File: src/rtl/altcmp_pkg.sv
package altcmp_pkg;

   typedef enum logic [2:0] {
      A_CMPA  = 3'd0,
      A_CMPB  = 3'd1,
      A_PREA  = 3'd2,
      A_PREB  = 3'd3,
      A_LOAD  = 3'd4,
      A_CTRL  = 3'd5,
      A_FLAG  = 3'd6,
      A_IEN   = 3'd7
   } reg_addr_e;

   // packed: last member is bit 0
   typedef struct packed {
      logic force_lo;
      logic pol;
      logic oen;
      logic len;
      logic down;
      logic run;
   } ctrl_t;

   localparam int CTRL_W = $bits(ctrl_t);

endpackage

File: src/rtl/altcmp_slot.sv
module altcmp_slot #(
   parameter int W = 16
) (
   input  logic         clk,
   input  logic         rst_n,
   input  logic         wr_cmp,
   input  logic         wr_pre,
   input  logic [W-1:0] wr_data,
   input  logic         reload,
   output logic [W-1:0] cmp_o
);

   logic [W-1:0] cmp_q;
   logic [W-1:0] pre_q;

   always_ff @(posedge clk or negedge rst_n) begin
      if (!rst_n) begin
         cmp_q <= '0;
         pre_q <= '0;
      end else begin
         if (wr_pre) pre_q <= wr_data;
         if (wr_cmp)      cmp_q <= wr_data;
         else if (reload) cmp_q <= pre_q;
      end
   end

   assign cmp_o = cmp_q;


   reload_takes_preload_chk: assert property (@(posedge clk) disable iff (!rst_n)
      (reload && !wr_cmp) |=> (cmp_q == $past(pre_q)));


   direct_write_chk: assert property (@(posedge clk) disable iff (!rst_n)
      wr_cmp |=> (cmp_q == $past(wr_data)));

endmodule

File: src/rtl/altcmp_counter.sv
module altcmp_counter #(
   parameter int W = 16
) (
   input  logic         clk,
   input  logic         rst_n,
   input  logic         restart,
   input  logic         restart_down,
   input  logic         run,
   input  logic         down,
   input  logic         len,
   input  logic         tick,
   input  logic [W-1:0] load_val,
   input  logic [W-1:0] cmp_a,
   input  logic [W-1:0] cmp_b,
   output logic         match_o,
   output logic         sel_b_o
);

   logic [W-1:0] cnt_q;
   logic         sel_q;
   logic         step;
   logic [W-1:0] active;
   logic [W-1:0] cnt_step;

   assign step     = run && tick;
   assign active   = sel_q ? cmp_b : cmp_a;
   assign match_o  = step && (cnt_q == active);
   assign cnt_step = down ? (cnt_q - 1'b1) : (cnt_q + 1'b1);
   assign sel_b_o  = sel_q;

   always_ff @(posedge clk or negedge rst_n) begin
      if (!rst_n) begin
         cnt_q <= '0;
         sel_q <= 1'b0;
      end else if (restart) begin
         cnt_q <= load_val;
         sel_q <= restart_down;
      end else if (match_o) begin
         sel_q <= ~sel_q;
         cnt_q <= len ? load_val : cnt_step;
      end else if (step) begin
         cnt_q <= cnt_step;
      end
   end


   hold_when_idle_chk: assert property (@(posedge clk) disable iff (!rst_n)
      (!(run && tick) && !restart) |=> ($stable(cnt_q) && $stable(sel_q)));


   alt_select_chk: assert property (@(posedge clk) disable iff (!rst_n)
      (match_o && !restart) |=> (sel_q != $past(sel_q)));


   len_reinit_chk: assert property (@(posedge clk) disable iff (!rst_n)
      (match_o && len && !restart) |=> (cnt_q == $past(load_val)));


   restart_chk: assert property (@(posedge clk) disable iff (!rst_n)
      restart |=> ((cnt_q == $past(load_val)) && (sel_q == $past(restart_down))));

endmodule

File: src/rtl/altcmp_outflag.sv
module altcmp_outflag (
   input  logic clk,
   input  logic rst_n,
   input  logic force_lo,
   input  logic toggle,
   input  logic oen,
   input  logic pol,
   output logic pwm_o
);

   logic lvl_q;

   always_ff @(posedge clk or negedge rst_n) begin
      if (!rst_n)        lvl_q <= 1'b0;
      else if (force_lo) lvl_q <= 1'b0;
      else if (toggle)   lvl_q <= ~lvl_q;
   end

   assign pwm_o = oen & (lvl_q ^ pol);


   force_low_chk: assert property (@(posedge clk) disable iff (!rst_n)
      force_lo |=> !lvl_q);


   toggle_on_match_chk: assert property (@(posedge clk) disable iff (!rst_n)
      (toggle && !force_lo) |=> (lvl_q != $past(lvl_q)));

endmodule

File: src/rtl/altcmp_pwm.sv
module altcmp_pwm #(
   parameter int CNT_W = 16
) (
   input  logic             clk,
   input  logic             rst_n,
   input  logic             wr_en,
   input  logic [2:0]       wr_addr,
   input  logic [CNT_W-1:0] wr_data,
   input  logic             tick,
   output logic             pwm_out,
   output logic [1:0]       flags,
   output logic             irq
);
   import altcmp_pkg::*;

   localparam int NSLOT = 2;

   if (CNT_W < CTRL_W || CNT_W > 32) begin : g_bad_width
      $error("altcmp_pwm: CNT_W must lie between control width and 32");
   end

   ctrl_t            ctrl_q;
   ctrl_t            ctrl_wd;
   logic [CNT_W-1:0] load_q;
   logic [1:0]       ien_q;
   logic [1:0]       flags_q;
   logic [1:0]       flags_nxt;
   logic             ctrl_wr;
   logic             flag_wr;
   logic             match;
   logic             sel_b;
   logic [CNT_W-1:0] cmp_v [NSLOT];

   assign ctrl_wr = wr_en && (wr_addr == A_CTRL);
   assign flag_wr = wr_en && (wr_addr == A_FLAG);
   assign ctrl_wd = ctrl_t'(wr_data[CTRL_W-1:0]);

   always_ff @(posedge clk or negedge rst_n) begin
      if (!rst_n) begin
         ctrl_q <= '0;
         load_q <= '0;
         ien_q  <= '0;
      end else if (wr_en) begin
         case (wr_addr)
            A_CTRL:  begin
               ctrl_q          <= ctrl_wd;
               ctrl_q.force_lo <= 1'b0;
            end
            A_LOAD:  load_q <= wr_data;
            A_IEN:   ien_q  <= wr_data[1:0];
            default: ;
         endcase
      end
   end

   for (genvar gi = 0; gi < NSLOT; gi++) begin : g_slot
      localparam logic OPP = (gi == 0);
      altcmp_slot #(.W(CNT_W)) u_slot (
         .clk     (clk),
         .rst_n   (rst_n),
         .wr_cmp  (wr_en && (wr_addr == 3'(gi))),
         .wr_pre  (wr_en && (wr_addr == 3'(gi + 2))),
         .wr_data (wr_data),
         .reload  (match && (sel_b == OPP)),
         .cmp_o   (cmp_v[gi])
      );
   end

   altcmp_counter #(.W(CNT_W)) u_cnt (
      .clk          (clk),
      .rst_n        (rst_n),
      .restart      (ctrl_wr),
      .restart_down (ctrl_wd.down),
      .run          (ctrl_q.run),
      .down         (ctrl_q.down),
      .len          (ctrl_q.len),
      .tick         (tick),
      .load_val     (load_q),
      .cmp_a        (cmp_v[0]),
      .cmp_b        (cmp_v[1]),
      .match_o      (match),
      .sel_b_o      (sel_b)
   );

   altcmp_outflag u_out (
      .clk      (clk),
      .rst_n    (rst_n),
      .force_lo (ctrl_wr && ctrl_wd.force_lo),
      .toggle   (match),
      .oen      (ctrl_q.oen),
      .pol      (ctrl_q.pol),
      .pwm_o    (pwm_out)
   );

   always_comb begin
      flags_nxt = flags_q;
      if (flag_wr) flags_nxt = flags_nxt & wr_data[1:0];
      if (match)   flags_nxt[sel_b] = 1'b1;
   end

   always_ff @(posedge clk or negedge rst_n) begin
      if (!rst_n) flags_q <= '0;
      else        flags_q <= flags_nxt;
   end

   assign flags = flags_q;
   assign irq   = |(flags_q & ien_q);


   flag_a_set_chk: assert property (@(posedge clk) disable iff (!rst_n)
      (match && !sel_b) |=> flags[0]);


   flag_b_set_chk: assert property (@(posedge clk) disable iff (!rst_n)
      (match && sel_b) |=> flags[1]);


   flag_sticky_chk: assert property (@(posedge clk) disable iff (!rst_n)
      (flags[0] && !flag_wr) |=> flags[0]);

endmodule

File: config.mk
export PLATFORM = sky130hd
export DESIGN_NAME = altcmp_pwm
export DESIGN_NICKNAME = d
export VERILOG_FILES = /design/src/rtl/altcmp_pkg.sv /design/src/rtl/altcmp_slot.sv /design/src/rtl/altcmp_counter.sv /design/src/rtl/altcmp_outflag.sv /design/src/rtl/altcmp_pwm.sv
export SDC_FILE = /design/constraint.sdc
export NUM_CORES = 1
export LEC_CHECK = 0
export ABC_AREA = 1
export BUFFER_PORTS_ARGS = -buffer_cell sky130_fd_sc_hd__buf_4
export CAP_MARGIN = 10
export CELL_PAD_IN_SITES_DETAIL_PLACEMENT = 0
export CELL_PAD_IN_SITES_GLOBAL_PLACEMENT = 2
export CORE_UTILIZATION = 37
export DETAILED_ROUTE_END_ITERATION = 6
export HOLD_SLACK_MARGIN = 0.05
export PLACE_DENSITY = 0.86
export SLEW_MARGIN = 40
export SYNTH_ARGS = -nofsm -noshare
export SYNTH_HDL_FRONTEND = slang
export SYNTH_SLANG_ARGS = --single-unit
File: constraint.sdc
create_clock -name clk -period 2.9 [get_ports clk]
set_input_delay 0.58 -clock clk [delete_from_list [all_inputs] [get_ports clk]]
set_output_delay 0.58 -clock clk [all_outputs]
set_load 0.1 [all_outputs]
==> results of run 1 <==
metrics by stage:
stage               cells  hold WS, ns
floorplan             803        0.284
global placement     1023        0.465
detailed placement   1023        0.467
CTS                  1039        0.212
global route         1039        0.241
finish               1039        0.205
layer usage:
metal / routed length (um) / vias to the layer above / global-route usage (%)
met5: 0 / - / 0
met4: 183 / 0 / 6.16
met3: 308 / 12 / 2.21
met2: 7080 / 66 / 33.0
met1: 8140 / 2393 / 30.0
li1: - / 2639 / -
power breakdown:
part | switching, mW | internal, mW | leakage (nW)
Clock | 0.615 | 0.688 | 0.146
Sequential | 0.357 | 1.85 | 1.36
Combinational | 1.27 | 0.787 | 1.98
state kept, by name, indices dropped and copies added, names as in the netlist:
| signal | cells |
|---|---|
| ctrl_q | 5 |
| flags | 2 |
| g_slot.u_slot.cmp_o | 32 |
| g_slot.u_slot.pre_q | 32 |
| ien_q | 2 |
| load_q | 16 |
| u_cnt.cnt_q | 16 |
| u_cnt.sel_b_o | 1 |
| u_out.lvl_q | 1 |
final cells by class:
| type | instances | area (sq um) | share of cell area [%] |
|---|---|---|---|
| multi-input cells | 601 | 2940 | 43.7 |
| clock buffers | 9 | 225 | 3.35 |
| flip-flops and latches | 107 | 2680 | 39.9 |
| inverters | 63 | 241 | 3.59 |
| repair buffers | 36 | 283 | 4.21 |
| well taps | 216 | 270 | 4.02 |
| clock inverters | 7 | 85.1 | 1.27 |
layout by cell type (no fill, tap or decap), types with 3 or more instances in the layout:
| cell | instances |
|---|---|
| buf_4 | 35 |
| nor2_1 | 25 |
| dfrtp_1 | 107 |
| inv_1 | 60 |
| nand2_1 | 298 |
| ha_1 | 14 |
| nand2_4 | 3 |
| o211ai_1 | 3 |
| xnor2_1 | 3 |
| o21ai_0 | 100 |
| a21oi_1 | 21 |
| xor2_1 | 10 |
| clkbuf_16 | 9 |
| nand2_2 | 7 |
| nand3b_1 | 10 |
| nand3_1 | 89 |
kinds of logic (layout without fill, tap and decap cells):
kind of cell	after synthesis	after routing
buf+inv	95	115
compound gates	129	129
xor+xnor	14	14
flops	107	107
simple gates	443	443
fa+ha+maj	15	15
worst min path at each step:
stage,start,to,depth (start not counted)
floorplan,rst_n,ctrl_q[0],0
global placement,load_q[5],load_q[5],2
detailed placement,load_q[2],load_q[2],2
CTS,rst_n,g_slot[0].u_slot.pre_q[3],1
global route,rst_n,g_slot[0].u_slot.pre_q[4],1
finish,rst_n,g_slot[0].u_slot.pre_q[3],1
worst max-delay path, cell delays in order (launching register included):
cell,delay (ns)
dfrtp_1,0.65
ha_1,0.49
nand2_1,0.09
o21ai_0,0.44
nand3_1,0.13
nand2_1,0.13
nand2_1,0.09
nand3_1,0.08
nand2_1,0.05
inv_1,0.05
nand2_1,0.05
nand3_1,0.07
nand2_1,0.06
==> impl_metrics.json, run 1 <==
{
  "synthToLayoutAreaGrowth_pct": 11.4,
  "setup_viol": 0,
  "syn_nets": 841,
  "skew_ns": 0.00839,
  "drive_above_1_share_pct": 8.75,
  "die_h_um": 130,
  "finalMaxSlewViolations": 0,
  "synth.distinct_cells": 36,
  "finalHoldViolations": 0,
  "worst-r2r-setup-slack_ns": 0.42,
  "clk_pin_slew_worst_paths_ns": 0.08,
  "dp_slack_ns": 0.379,
  "coreArea_sq_um": 15900,
  "synth_top_cell_area_share_pct": 44.4,
  "cts_buffers": 9,
  "r2r-end": "u_cnt.cnt_q[13]",
  "dp_hpwl_um": 11600,
  "detail_route.wl_per_cell_um": 15.1,
  "drt_first_pass_iters": 4,
  "routed_via_density": 4.92,
  "grt_max_degree": 49,
  "synth_compound_area_share_pct": 10.9,
  "gp_congestion": 0.803,
  "port_buffers": 26,
  "drcViolationCount": 0,
  "muxShareOfSynthArea_pct": 0,
  "fmax_ghz": 0.404,
  "synth_cells": 803,
  "path_max_fanout": 17,
  "synthArstFlopShare_pct": 100,
  "final_core_utilization_pct": 42.3,
  "ys_ff_latch": 107,
  "syn_area_per_cell_sq_um": 7.51,
  "holdBufCountCts": 0,
  "synth_common_cells": "nand2_1 (299), dfrtp_1 (107), o21ai_0 (100)",
  "antenna_cells": 0,
  "outcome": "finished clean",
  "rsz0062_at_grt": "no",
  "final.setup.tns_ns": 0,
  "period_needed_ns": 2.48,
  "synthAdderAreaFrac_pct": 3.24,
  "ir_drop_v": 0.000323,
  "slew_headroom_pct": 54.8,
  "yosysSeqAreaShare_pct": 44.4,
  "grt_first_pass_wirelength_um": 26800,
  "cap_viol_max_count": 0,
  "clock_latency_ns": 0.36,
  "yosysWarnings": 0,
  "cts_sinks": 107,
  "synthTopCellsByArea": "dfrtp_1 (44%), nand2_1 (19%), o21ai_0 (8.3%), nand3_1 (7.4%), inv_1 (3.7%)",
  "worst-slew-pin-transition_ns": 0.678,
  "worstSetupStartpoint": "ctrl_q[1]",
  "crit_arrival_ns": 2.73,
  "dpl-instance-area_sq_um": 6410,
  "synth_xor_area_share_pct": 2.16,
  "drt_wl_total_um": 15700,
  "n_fill_cell": 1705,
  "yosysMostFrequentCell": "nand2_1",
  "via_count": 5110,
  "cts_tree": "built",
  "design_area_sq_um": 6720,
  "crit_type": "reg2reg",
  "r2r_start": "ctrl_q[1]",
  "ios": 27,
  "p_per_area_nw_per_um2": 828,
  "die_w_um": 130,
  "ant_nets": 0,
  "synth_top_family_by_area": "simple AND/OR/NAND/NOR gates",
  "antenna_found_initial": 0,
  "syn_area_sq_um": 6030,
  "grt_usage_pct": 20.8,
  "cts-root-buf": "clkbuf_16",
  "crit_path_start_kind": "flip-flop",
  "ff2ff_path_depth": 12,
  "synth-simple-area-share_pct": 32.3,
  "cts_setup_buffers": 0,
  "grt_pass1_vias": 5075,
  "initialDrtViolationCount": 257,
  "die-area_sq_um": 16800,
  "grt-ovfl-total": 0,
  "leakagePower_nw": 3.48,
  "layout_setup_ws_ns": 0.422,
  "cts_resized": 0,
  "nets": 856,
  "start_util_pct": 38.0,
  "h-tree-depth": 3,
  "clk_path_buf_depth": 2,
  "num_rows": 46,
  "synth_edf_count": 0,
  "critPathCapture": "u_cnt.cnt_q[13]",
  "crit_path_end_kind": "flip-flop",
  "synth_ff_type": "dfrtp_1",
  "yosys.area.top_type": "dfrtp_1",
  "hp-class": "in2async",
  "fin_crit_sh_pct": 85.5,
  "cp.required_ns": 3.15,
  "p_total_mw": 5.56
}
Note: power is estimated with default switching activity, not from simulation.
==> run 2: changes to the inputs <==
--- a/config.mk
+++ b/config.mk
@@ -13,7 +13,8 @@
 export CORE_UTILIZATION = 37
 export DETAILED_ROUTE_END_ITERATION = 6
 export HOLD_SLACK_MARGIN = 0.05
-export PLACE_DENSITY = 0.86
+export PLACE_DENSITY = 0.79
+export RECOVER_POWER = 50
 export SLEW_MARGIN = 40
 export SYNTH_ARGS = -nofsm -noshare
 export SYNTH_HDL_FRONTEND = slang
==> constraint.sdc (replaced) <==
create_clock -name clk -period 2.32 [get_ports clk]
set_input_delay 0.464 -clock clk [delete_from_list [all_inputs] [get_ports clk]]
set_output_delay 0.464 -clock clk [all_outputs]
set_load 0.1 [all_outputs]
==> run 2 against run 1 <==
Via count is 0.78% higher; fmax is 18% higher; critical path depth is 1 lower; sequential share of layout area is 0.41 points lower; largest cell class unchanged; register-to-register slack worse by 0.20 ns; critical endpoint is now u_cnt.cnt_q[12].
==> impl_metrics.json, run 2 (same netlist as run 1, synthesis figures left out) <==
{
  "outcome": "finished clean",
  "drt_wl_total_um": 15700,
  "cts_tree": "built",
  "grt_first_pass_wirelength_um": 26600,
  "die-area_sq_um": 16800,
  "layout_setup_ws_ns": 0.226,
  "layout_common_cells": "nand2_1 (299), dfrtp_1 (106), o21ai_0 (98), nand3_1 (89), inv_1 (60)",
  "clock_latency_ns": 0.36,
  "hp-class": "in2reg",
  "crit_arrival_ns": 2.39,
  "grt_pass1_vias": 4906,
  "crit_path_end_kind": "flip-flop",
  "crit_path_start_kind": "flip-flop",
  "final_common_cell": "nand2_1",
  "ios": 27,
  "leakagePower_nw": 3.51,
  "dp_slack_ns": 0.146,
  "antenna_found_initial": 0,
  "antenna_cells": 0,
  "dp_hpwl_um": 11800,
  "cts_buffers": 9,
  "drcViolationCount": 0,
  "start_util_pct": 38.0,
  "nets": 866,
  "clk_path_buf_depth": 2,
  "ir_drop_v": 0.000448,
  "num_rows": 46,
  "crit_type": "reg2reg",
  "setup_viol": 0,
  "cp.required_ns": 2.62,
  "slew_headroom_pct": 10.0,
  "skew_ns": 0.00947,
  "via_count": 5150,
  "hp-start": "wr_data[5]",
  "finalHoldViolations": 0,
  "n_fill_cell": 1745,
  "cts_setup_buffers": 0,
  "die_h_um": 130,
  "final_core_utilization_pct": 42.8,
  "fmax_ghz": 0.477,
  "grt_max_degree": 49,
  "worstSetupStartpoint": "ctrl_q[1]",
  "die_w_um": 130,
  "finalMaxSlewViolations": 0,
  "drt_first_pass_iters": 5,
  "final.setup.tns_ns": 0,
  "synthToLayoutAreaGrowth_pct": 12.6,
  "grt_usage_pct": 20.8,
  "ant_nets": 0,
  "routed_via_density": 4.91,
  "p_total_mw": 6.88,
  "rsz0062_at_grt": "no",
  "gp_congestion": 0.876,
  "fin_crit_sh_pct": 90.3,
  "worst-slew-pin-transition_ns": 1.35,
  "h-tree-depth": 3,
  "cap_viol_max_count": 0,
  "initialDrtViolationCount": 394,
  "cts-root-buf": "clkbuf_16",
  "grt-ovfl-total": 0,
  "drive_above_1_share_pct": 9.24,
  "coreArea_sq_um": 15900,
  "detail_route.wl_per_cell_um": 15.0,
  "r2r_start": "ctrl_q[1]",
  "clk_pin_slew_worst_paths_ns": 0.08,
  "port_buffers": 26,
  "p_per_area_nw_per_um2": 1010,
  "cts_sinks": 107,
  "path_max_fanout": 11,
  "period_needed_ns": 2.09
}
==> run 2: routing by layer <==
metal / up-vias / share of wire, % / GRT usage [%]
met2: 69 / 45 / 32.6
met5: - / 0 / 0
met1: 2420 / 51 / 30.4
li1: 2653 / - / -
met4: 0 / 0.62 / 3.69
met3: 8 / 3.0 / 3.57
==> run 2: timing repair <==
item                                   4_1_cts  5_1_grt
endpoints found under the hold margin       16        0
gates resized for setup                      0        7
setup endpoints to repair                    0        8
hold buffers                                 1        0
==> run 2: worst paths after layout <==
path                                              to  cells after the start  slack (ns)
max in group asynchronous             u_cnt.cnt_q[9]                      3        0.50
min reg2reg                                load_q[5]                      2        0.48
min in group asynchronous  g_slot[0].u_slot.pre_q[3]                      2        0.85
max                                  u_cnt.cnt_q[12]                     11        0.23
max reg2reg                          u_cnt.cnt_q[12]                     11        0.23
min                                      u_out.lvl_q                      2        0.30
==> run 2: worst max-delay path: stages, from the launching register on <==
cell and delay (ns):
dfrtp_2 0.46, buf_4 0.20, ha_1 0.36, nand2_1 0.12
nor2_1 0.16, nand3_1 0.10, nand3_1 0.10, xor2_1 0.23
nand3_1 0.10, nand2_1 0.08, nand2_1 0.04, nand2_1 0.07
==> run 2: where the power goes <==
| part | internal, mW | leakage [nW] | switching, mW | total [mW] |
|---|---|---|---|---|
| combinational | 1.02 | 2.01 | 1.60 | 2.62 |
| clock | 0.762 | 0.141 | 0.768 | 1.53 |
| sequential | 2.31 | 1.36 | 0.419 | 2.73 |
==> run 2: cell type report <==
type                    count  area [sq um]  share of cell area [%]
flip-flops and latches    107          2680                    39.4
inverters                  63           241                    3.56
repair buffers             46           350                    5.16
multi-input cells         601          2950                    43.5
clock inverters             6          68.8                    1.01
clock buffers              10           229                    3.37
well taps                 216           270                    3.98
==> run 2: per-stage QoR <==
| stage | cells | hold slack, ns | area (sq um) |
|---|---|---|---|
| 3_3_place_gp | 1032 | 0.356 | 6490 |
| 2_1_floorplan | 803 | 0.168 | 6030 |
| 4_1_cts | 1049 | 0.292 | 6790 |
| 6_report | 1049 | 0.298 | 6790 |
| 5_1_grt | 1049 | 0.292 | 6790 |
| 3_5_place_dp | 1032 | 0.359 | 6490 |
==> run 3: changes to the inputs <==
--- a/config.mk
+++ b/config.mk
@@ -15,6 +15,7 @@
 export HOLD_SLACK_MARGIN = 0.05
 export PLACE_DENSITY = 0.79
 export RECOVER_POWER = 50
+export REMOVE_ABC_BUFFERS = 1
 export SLEW_MARGIN = 40
 export SYNTH_ARGS = -nofsm -noshare
 export SYNTH_HDL_FRONTEND = slang
==> run 3 against run 2 <==
The run now ends with capacitance limit, slew limit left; combinational power is 6% higher; first-iteration DRC count is 39% lower; via count is 2.0% higher; cell count is 0.48% higher; core utilization is 0.65 points higher; sequential cell count stayed put; clock-buffer cell count is 1 lower; hold slack worse by 0.0032 ns; power is 1.9% higher; register-to-register slack worse by 0.08 ns.
==> impl_metrics.json, run 3 (same netlist as run 1, synthesis figures left out) <==
{
  "synthToLayoutAreaGrowth_pct": 14.3,
  "violations": "capacitance limit, slew limit",
  "detail_route.wl_per_cell_um": 16.0,
  "nets": 872,
  "pwr-share-seq_pct": 38.7,
  "dp_hpwl_um": 12200,
  "antenna_found_initial": 0,
  "rsz0062_at_grt": "yes",
  "die_h_um": 130,
  "die-area_sq_um": 16800,
  "drive_above_1_share_pct": 10.9,
  "period_needed_ns": 2.17,
  "power_frac_comb_pct": 39.6,
  "initialDrtViolationCount": 242,
  "cp.required_ns": 2.57,
  "gr-usage-met2_pct": 34.3,
  "ios": 27,
  "port_buffers": 26,
  "crit_type": "reg2reg",
  "cts_tree": "built",
  "dp_slack_ns": 0.0374,
  "hp-start": "wr_data[5]",
  "finalHoldViolations": 0,
  "ff2ff_path_depth": 11,
  "grt_usage_pct": 22.0,
  "hold_depth": 2,
  "critPathTopFamily": "simple AND/OR/NAND/NOR gates",
  "worst-slew-pin-transition_ns": 1.58,
  "grt-ovfl-total": 0,
  "fin_hold_ws_ns": 0.295,
  "p_int_mw": 4.15,
  "grt_first_pass_wirelength_um": 27600,
  "cts-root-buf": "clkbuf_16",
  "worstSetupStartpoint": "ctrl_q[1]",
  "grt_pass1_vias": 5110,
  "leakagePower_nw": 3.55,
  "die_w_um": 130,
  "fmax_ghz": 0.460,
  "power_frac_clock_pct": 21.8,
  "slew_headroom_pct": -5.31,
  "coreArea_sq_um": 15900,
  "start_util_pct": 38.0,
  "crit_slowest_cell": "dfrtp_1",
  "routed_via_density": 4.98,
  "via_count": 5251,
  "p_per_area_nw_per_um2": 1020,
  "drt_first_pass_iters": 4,
  "finalMaxSlewViolations": 33,
  "crit_path_end_kind": "flip-flop",
  "outcome": "finished, violations left",
  "crit_path_start_kind": "flip-flop",
  "crit_arrival_ns": 2.42,
  "worstPathCellList": "buf_6, ha_1, a21oi_1, nand2_1, nand3_1, nand2_1, a21oi_2, xor2_1, nand2_1, nand3_1, nand2_1",
  "slowest_delay_ns": 0.46,
  "grt_use_met1_pct": 31.8,
  "skew_ns": 0.00819,
  "p_total_mw": 7.01,
  "layout_common_cells": "nand2_1 (299), dfrtp_1 (107), o21ai_0 (96), nand3_1 (88), inv_1 (60)",
  "r2r_start": "ctrl_q[1]",
  "hp-class": "in2reg",
  "ant_nets": 0,
  "p_switching_mw": 2.86,
  "cts_buffers": 9,
  "fin_crit_sh_pct": 93.7,
  "worst-r2r-setup-slack_ns": 0.15,
  "ir_drop_v": 0.000440,
  "top_usage_layer": "met2",
  "path_buf_inv": 1,
  "met3_usage_pct": 3.08,
  "drcViolationCount": 0,
  "min_to": "u_out.lvl_q",
  "layout_setup_ws_ns": 0.145,
  "num_rows": 46,
  "cts_sinks": 107,
  "antenna_cells": 0,
  "drt_wl_total_um": 16900,
  "r2r-end": "u_cnt.cnt_q[10]",
  "h-tree-depth": 3,
  "clk_pin_slew_worst_paths_ns": 0.07,
  "switching_share_pct": 40.8,
  "gp_congestion": 0.793,
  "clk_path_buf_depth": 2,
  "cp_common_cell": "nand2_1",
  "grt_max_degree": 61,
  "final_core_utilization_pct": 43.4,
  "clock_latency_ns": 0.36,
  "cap_viol_max_count": 1,
  "setup_viol": 0,
  "path_max_fanout": 13,
  "final_common_cell": "nand2_1"
}
==> run 3: cell count changes in the layout (fill, tap and decap cells not counted), moves of 2 or more <==
cell / change
buf_4: +3
buf_6: +2
ha_1: -3
ha_2: +3
nor2_1: -2
nor2_2: +2
o21ai_0: -2
==> run 3: repair_timing <==
| action | in CTS | in global routing |
|---|---|---|
| buffers inserted | 0 | 4 |
| hold buffers | 1 | 0 |
| hold endpoints to repair | 17 | 0 |
| endpoints found under the setup margin | 0 | 22 |
| resized for setup | 0 | 20 |
==> run 3: per-layer routing <==
| layer | share of wire [%] | wire, um | up-vias |
|---|---|---|---|
| li1 | - | - | 2664 |
| met1 | 52 | 8810 | 2501 |
| met2 | 44 | 7440 | 75 |
| met3 | 2.6 | 444 | 11 |
| met4 | 1.3 | 218 | 0 |
| met5 | 0 | 0 | - |
==> run 3: final cells by class <==
cell class	instances	area, sq um
fillers	1692	8990
multi-input cells	601	3000
flip-flops and latches	107	2680
repair buffers	52	419
well taps	216	270
inverters	63	241
clock buffers	9	225
clock inverters	6	62.6
==> run 3: metrics by stage <==
stage          instances  cell area [sq um]  TNS (ns)
6_report            1054               6900         0
5_1_grt             1054               6900   -0.0127
4_1_cts             1050               6820         0
3_5_place_dp        1034               6530         0
3_3_place_gp        1034               6530         0
2_1_floorplan        771               5850         0
==> run 3: worst max-delay path by stage <==
stage	endpoint	slack (ns)	cells past startpoint
detailed placement	u_cnt.cnt_q[15]	0.04	12
global placement	u_cnt.cnt_q[9]	0.09	14
CTS	u_cnt.cnt_q[15]	0.04	12
floorplan	irq	0.04	1
finish	u_cnt.cnt_q[10]	0.15	11
global route	u_cnt.cnt_q[12]	-0.01	14
==> run 3: power groups by stage <==
| stage | Combinational [mW] | Clock [mW] | Sequential, mW |
|---|---|---|---|
| floorplan | 1.97 | 0 | 2.62 |
| global placement | 2.70 | 0 | 2.73 |
| detailed placement | 2.72 | 0 | 2.74 |
| CTS | 2.74 | 1.59 | 2.70 |
| global route | 3.17 | 1.65 | 2.77 |
| finish | 2.77 | 1.53 | 2.71 |
